$ cat src/rtl/cpt_pkg.sv
package cpt_pkg;
  typedef enum logic [1:0] {
    MODE_AUTO       = 2'd0,
    MODE_RETRIG     = 2'd1,
    MODE_ARM_AUTO   = 2'd2,
    MODE_ARM_RETRIG = 2'd3
  } mode_e;

  typedef enum logic [1:0] {
    ST_WAIT  = 2'd0,
    ST_DELAY = 2'd1,
    ST_RUN   = 2'd2
  } state_e;
endpackage

$ cat src/rtl/cpt_trig_in.sv
module cpt_trig_in #(
  parameter int SYNC_STAGES = 2
) (
  input  logic clk_i,
  input  logic rst_ni,
  input  logic trig_i,
  input  logic fall_sel_i,
  input  logic man_i,
  output logic evt_o
);
  localparam int SH_W = SYNC_STAGES + 1;

  // sh[SYNC_STAGES-1] is the synchronized level, sh[SYNC_STAGES] its previous value
  logic [SH_W-1:0] sh;

  always_ff @(posedge clk_i or negedge rst_ni) begin
    if (!rst_ni) sh <= '0;
    else         sh <= {sh[SH_W-2:0], trig_i};
  end

  logic lvl, prv, edge_det;
  assign lvl      = sh[SYNC_STAGES-1];
  assign prv      = sh[SYNC_STAGES];
  assign edge_det = fall_sel_i ? (prv & ~lvl) : (lvl & ~prv);
  assign evt_o    = edge_det | man_i;
endmodule

$ cat src/rtl/cpt_ctrl.sv
module cpt_ctrl
  import cpt_pkg::*;
#(
  parameter int CNT_W = 16
) (
  input  logic             clk_i,
  input  logic             rst_ni,
  input  logic             chip_en_i,
  input  logic [1:0]       mode_i,
  input  logic             arm_i,
  input  logic             evt_i,
  input  logic [CNT_W-1:0] delay_i,
  input  logic [CNT_W-1:0] inhibit_i,
  output logic             run_o,
  output logic             addr_clr_o,
  output logic             trig_o
);
  mode_e            mode_q;
  state_e           st_q;
  logic [CNT_W-1:0] dcnt_q, icnt_q;
  logic             chg, can_acc, acc;

  assign chg     = (mode_e'(mode_i) != mode_q) | arm_i;
  // bit 0 of the mode selects retrigger behaviour once running
  assign can_acc = (st_q == ST_WAIT) |
                   ((st_q == ST_RUN) & mode_q[0] & (icnt_q == '0));
  assign acc     = ~chg & evt_i & can_acc;

  always_ff @(posedge clk_i or negedge rst_ni) begin
    if (!rst_ni) begin
      mode_q <= MODE_AUTO;
      st_q   <= ST_RUN;
      dcnt_q <= '0;
      icnt_q <= '0;
      trig_o <= 1'b0;
    end else begin
      trig_o <= acc;
      if (chg) begin
        mode_q <= mode_e'(mode_i);
        st_q   <= mode_i[1] ? ST_WAIT : ST_RUN;
        dcnt_q <= '0;
        icnt_q <= '0;
      end else if (acc) begin
        if (delay_i == '0) begin
          st_q   <= ST_RUN;
          icnt_q <= inhibit_i;
        end else begin
          st_q   <= ST_DELAY;
          dcnt_q <= delay_i;
        end
      end else if (chip_en_i) begin
        unique case (st_q)
          ST_DELAY: begin
            if (dcnt_q == CNT_W'(1)) begin
              st_q   <= ST_RUN;
              icnt_q <= inhibit_i;
            end
            dcnt_q <= dcnt_q - CNT_W'(1);
          end
          ST_RUN:  if (icnt_q != '0) icnt_q <= icnt_q - CNT_W'(1);
          default: ;
        endcase
      end
    end
  end

  assign run_o      = (st_q == ST_RUN);
  assign addr_clr_o = chg | acc | (st_q == ST_DELAY);
endmodule

$ cat src/rtl/cpt_addr.sv
module cpt_addr #(
  parameter int ADDR_W = 10
) (
  input  logic              clk_i,
  input  logic              rst_ni,
  input  logic              chip_en_i,
  input  logic              run_i,
  input  logic              clr_i,
  input  logic [ADDR_W-1:0] last_i,
  output logic [ADDR_W-1:0] addr_o,
  output logic              marker_o
);
  logic at_end;
  assign at_end = (addr_o >= last_i);

  always_ff @(posedge clk_i or negedge rst_ni) begin
    if (!rst_ni) begin
      addr_o   <= '0;
      marker_o <= 1'b0;
    end else if (clr_i) begin
      addr_o   <= '0;
      marker_o <= 1'b0;
    end else if (run_i && chip_en_i) begin
      marker_o <= at_end;
      addr_o   <= at_end ? '0 : addr_o + ADDR_W'(1);
    end
  end
endmodule

$ cat src/rtl/chip_play_trig.sv
module chip_play_trig #(
  parameter int ADDR_W      = 10,
  parameter int CNT_W       = 16,
  parameter int SYNC_STAGES = 2
) (
  input  logic              clk_i,
  input  logic              rst_ni,
  input  logic              chip_en_i,
  input  logic [1:0]        mode_i,
  input  logic              arm_i,
  input  logic              fall_sel_i,
  input  logic              trig_i,
  input  logic              man_trig_i,
  input  logic [ADDR_W-1:0] seq_last_i,
  input  logic [CNT_W-1:0]  delay_i,
  input  logic [CNT_W-1:0]  inhibit_i,
  output logic [ADDR_W-1:0] addr_o,
  output logic              run_o,
  output logic              marker_o,
  output logic              trig_o
);
  logic evt, addr_clr;

  cpt_trig_in #(.SYNC_STAGES(SYNC_STAGES)) u_in (
    .clk_i      (clk_i),
    .rst_ni     (rst_ni),
    .trig_i     (trig_i),
    .fall_sel_i (fall_sel_i),
    .man_i      (man_trig_i),
    .evt_o      (evt)
  );

  cpt_ctrl #(.CNT_W(CNT_W)) u_ctrl (
    .clk_i      (clk_i),
    .rst_ni     (rst_ni),
    .chip_en_i  (chip_en_i),
    .mode_i     (mode_i),
    .arm_i      (arm_i),
    .evt_i      (evt),
    .delay_i    (delay_i),
    .inhibit_i  (inhibit_i),
    .run_o      (run_o),
    .addr_clr_o (addr_clr),
    .trig_o     (trig_o)
  );

  cpt_addr #(.ADDR_W(ADDR_W)) u_addr (
    .clk_i     (clk_i),
    .rst_ni    (rst_ni),
    .chip_en_i (chip_en_i),
    .run_i     (run_o),
    .clr_i     (addr_clr),
    .last_i    (seq_last_i),
    .addr_o    (addr_o),
    .marker_o  (marker_o)
  );
endmodule

$ cat config.mk
export PLATFORM = sky130hd
export DESIGN_NAME = chip_play_trig
export DESIGN_NICKNAME = d
export VERILOG_FILES = /design/src/rtl/cpt_pkg.sv /design/src/rtl/cpt_trig_in.sv /design/src/rtl/cpt_ctrl.sv /design/src/rtl/cpt_addr.sv /design/src/rtl/chip_play_trig.sv
export SDC_FILE = /design/constraint.sdc
export NUM_CORES = 1
export LEC_CHECK = 0
export BUFFER_PORTS_ARGS = -buffer_cell sky130_fd_sc_hd__clkbuf_2
export CELL_PAD_IN_SITES_DETAIL_PLACEMENT = 1
export CELL_PAD_IN_SITES_GLOBAL_PLACEMENT = 1
export CORE_MARGIN = 3
export CORE_UTILIZATION = 42
export CTS_CLUSTER_DIAMETER = 80
export DETAILED_ROUTE_END_ITERATION = 16
export PLACE_DENSITY_LB_ADDON = 0.08
export SETUP_SLACK_MARGIN = 0.3
export SYNTH_ARGS = -nofsm -noshare
export SYNTH_HDL_FRONTEND = slang
export SYNTH_SLANG_ARGS = --single-unit
$ cat constraint.sdc
create_clock -name clk_i -period 3.62 [get_ports clk_i]
set_input_delay 0.724 -clock clk_i [delete_from_list [all_inputs] [get_ports clk_i]]
set_output_delay 0.724 -clock clk_i [all_outputs]
set_load 0.02 [all_outputs]
==> out/results.tsv <==
metric	value	unit
status	finished, final reports clean	
synth_area	3511	µm²
p_leak	0.001917	µW
ir_drop	0.0002109	V
grt_pass1_vias	3743	
multiInputGateArea	2072	µm²
switchingPower	582.7	µW
grt_setup_unrepaired	no	
clock_power_share	25.1	%
finalHoldViolCount	0	
tightest_slew	1017	ps
worst_hold_path_type	register to register	
power.share.sequential	38.6	%
drv_slew	0	
final_cell_mix	clkbuf_2 (63), nand2_1 (50), dfrtp_1 (50), a21oi_1 (41), nor2_1 (38)	
synth.area.top_cells	dfrtp_1 (36%), a21oi_1 (5.8%), nand2_1 (5.3%), ha_1 (5.0%), o21ai_0 (4.6%)	
pwr_density_cell	392.7	nW/µm²
critPathCaptureType	register	
syn_to_final_growth	16.71	%
async_flop_share	100.0	%
p_int	1026	µW
hold_buffers	0	
cp_max_fo	13	
fin_tns_setup	0	ps
fp.dieW	97.43	µm
htree_levels	2	
die_h	97.43	µm
cts-root-buf	clkbuf_8	
required	3850	ps
fin_skew	6.689	ps
yosysTopAreaCellShare	35.64	%
post_synth.cell_area_avg	8.108	µm²
yosys_warnings	0	
cp_slowest_cell	or4_4	
syn-instance-count	433	
reg2reg_depth	9	
rrSetupSlack	450	ps
period_share	87.64	%
setup_viol	0	
swShare	36.21	%
routed_via_density	5.987	
drtPass1Iterations	4	
ios	64	
critPathKind	register to register	
fin_cells	603	
wl_per_cell	18.16	µm
synth-main-ff-cell	dfrtp_1	
fin_hold_ws	356.7	ps
gp_congestion	0.8474	
crit_chain	inv_1 -> ha_1 -> or4b_4 -> or4_4 -> o31ai_4 -> o32ai_1 -> buf_4 -> or3_1 -> a31oi_1	
synth-edff-count	0	
grt_pass1_wl	18440	µm
ys_ff_latch	51	
final_area	4098	µm²
p_comb_share	36.3	%
clkSinkCount	51	
tritoncts	yes	
maxSlewHeadroom	31.65	%
num_vias	3610	
layout-drive-gt1-share	19.16	%
yosysUniqueCellTypes	61	
antenna_left	0	
antenna_found_initial	0	
overflow	0	
finalNetCount	565	
fin_crit	3173	ps
fillers	1013	
hold_depth	0	
post-dp-hpwl	8431	µm
drc_errors	0	
placed_cell_area	3978	µm²
std_cell_rows	32	
cts.clk_slew.worst_paths	90	ps
clk_path_buf_depth	2	
start_util	44.29	%
grt_max_degree	31	
cts-buffers-inserted	5	
portBuffers	63	
cap_violations	0	
synth_nets	498	
routed_wl	10950	µm
start_kind	register	
cp_data_arrival_time	3400	ps
die_area	9493	µm²
clk_latency	310	ps
yosysSeqAreaShare	36.39	%
layout.area.seq	1277	µm²
drtIter0Drc	126	
post-place-cells	595	
final_common_cell	clkbuf_2	
cpPeakStageDelay	630	ps
core_area	7928	µm²
fmax	315.2	MHz
yosys.area.top_type	dfrtp_1	
antenna_cells	0	
track_usage	23.30	%
[power groups by stage]
stage / Clock, µW / Combinational (µW) / Sequential (µW)
finish: 404 / 584 / 622
global route: 438 / 655 / 627
CTS: 415 / 579 / 621
detailed placement: 0 / 574 / 632
global placement: 0 / 561 / 631
floorplan: 0 / 406 / 624
[metrics by stage]
step / worst slack [ps] / utilization (%) / power [µW]
2_1_floorplan: 726.0 / - / 1030
3_3_place_gp: 465.3 / 50.17 / 1192
3_5_place_dp: 298.2 / 50.17 / 1206
4_1_cts: 317.8 / 51.55 / 1615
5_1_grt: 330.1 / 51.69 / 1719
6_report: 447.5 / 51.69 / 1609
[synthesized netlist by cell type (all sizes together), types with 3 or more instances]
library cell / n
or3: 7
nand3: 21
a31oi: 7
a22o: 5
nor3: 19
nand2: 50
o311ai: 3
dfrtp: 50
nor2: 38
clkbuf: 8
a22oi: 3
nand2b: 8
o41ai: 4
nor3b: 4
nand4: 3
buf: 9
nor4: 13
a21oi: 41
o211ai: 7
ha: 14
o22ai: 4
xor2: 3
o21ai: 39
or4: 4
o31ai: 8
and3: 5
inv: 21
[worst paths after layout]
path / from / end
setup / recovery: u_ctrl.icnt_q[0]$_DFFE_PN0P_ / u_ctrl.icnt_q[0]$_DFFE_PN0P_
hold / removal: u_in.sh[0]$_DFF_PN0_ / u_in.sh[1]$_DFF_PN0_
setup reg to reg: u_ctrl.icnt_q[0]$_DFFE_PN0P_ / u_ctrl.icnt_q[0]$_DFFE_PN0P_
hold reg to reg: u_in.sh[0]$_DFF_PN0_ / u_in.sh[1]$_DFF_PN0_
max in group asynchronous: rst_ni / u_ctrl.st_q[1]$_DFFE_PN1P_
min in group asynchronous: rst_ni / u_ctrl.dcnt_q[8]$_DFFE_PN0P_
[worst max-delay path, delay by kind of cell (launching register included)]
family | cells | cell delay [ps]
buffers and inverters | 2 | 310
DFF | 1 | 450
adders and majority gates | 1 | 200
and+or+nand+nor | 3 | 1510
AOI/OAI and AO/OA | 3 | 630
[registers in the layout, summed over array words and instances, names as in the netlist]
signal and cells:
u_addr.marker_o 1, u_ctrl.trig_o 1, u_in.sh 3, u_ctrl.mode_q 2, u_ctrl.icnt_q 16, u_addr.addr_o 10
u_ctrl.dcnt_q 16, u_ctrl.st_q 2
[per-layer routing]
metal	up-vias	track usage (%)	part of all wire (%)
li1	1751	-	-
met1	1771	31.28	46
met2	73	38.80	49
met3	15	3.374	3.2
met4	0	7.242	1.7
met5	-	0	0
[area by class of cell]
cell class	instances	area share, %
Clock buffer	7	1.863
Clock inverter	1	0.7328
Inverter	21	1.985
Multi-Input combinational cell	344	50.56
Sequential cell	51	31.18
Tap cell	102	3.114
Timing Repair Buffer	77	10.56
[timing repair]
item,CTS,global route
setup buffers,0,0
resized for setup,1,2
endpoints found under the setup margin,6,22
pin swaps,0,0
[kinds of logic after synthesis]
logic type	share of synthesized area, %
buffers and inverters	5.060
flip-flops	36.39
adder cells (fa/ha/maj)	4.989
AO/OA/AOI/OAI	25.80
XOR/XNOR	1.248
AND/OR/NAND/NOR	26.23
multiplexers	0.2851
Note: power is estimated with default switching activity, not from simulation.
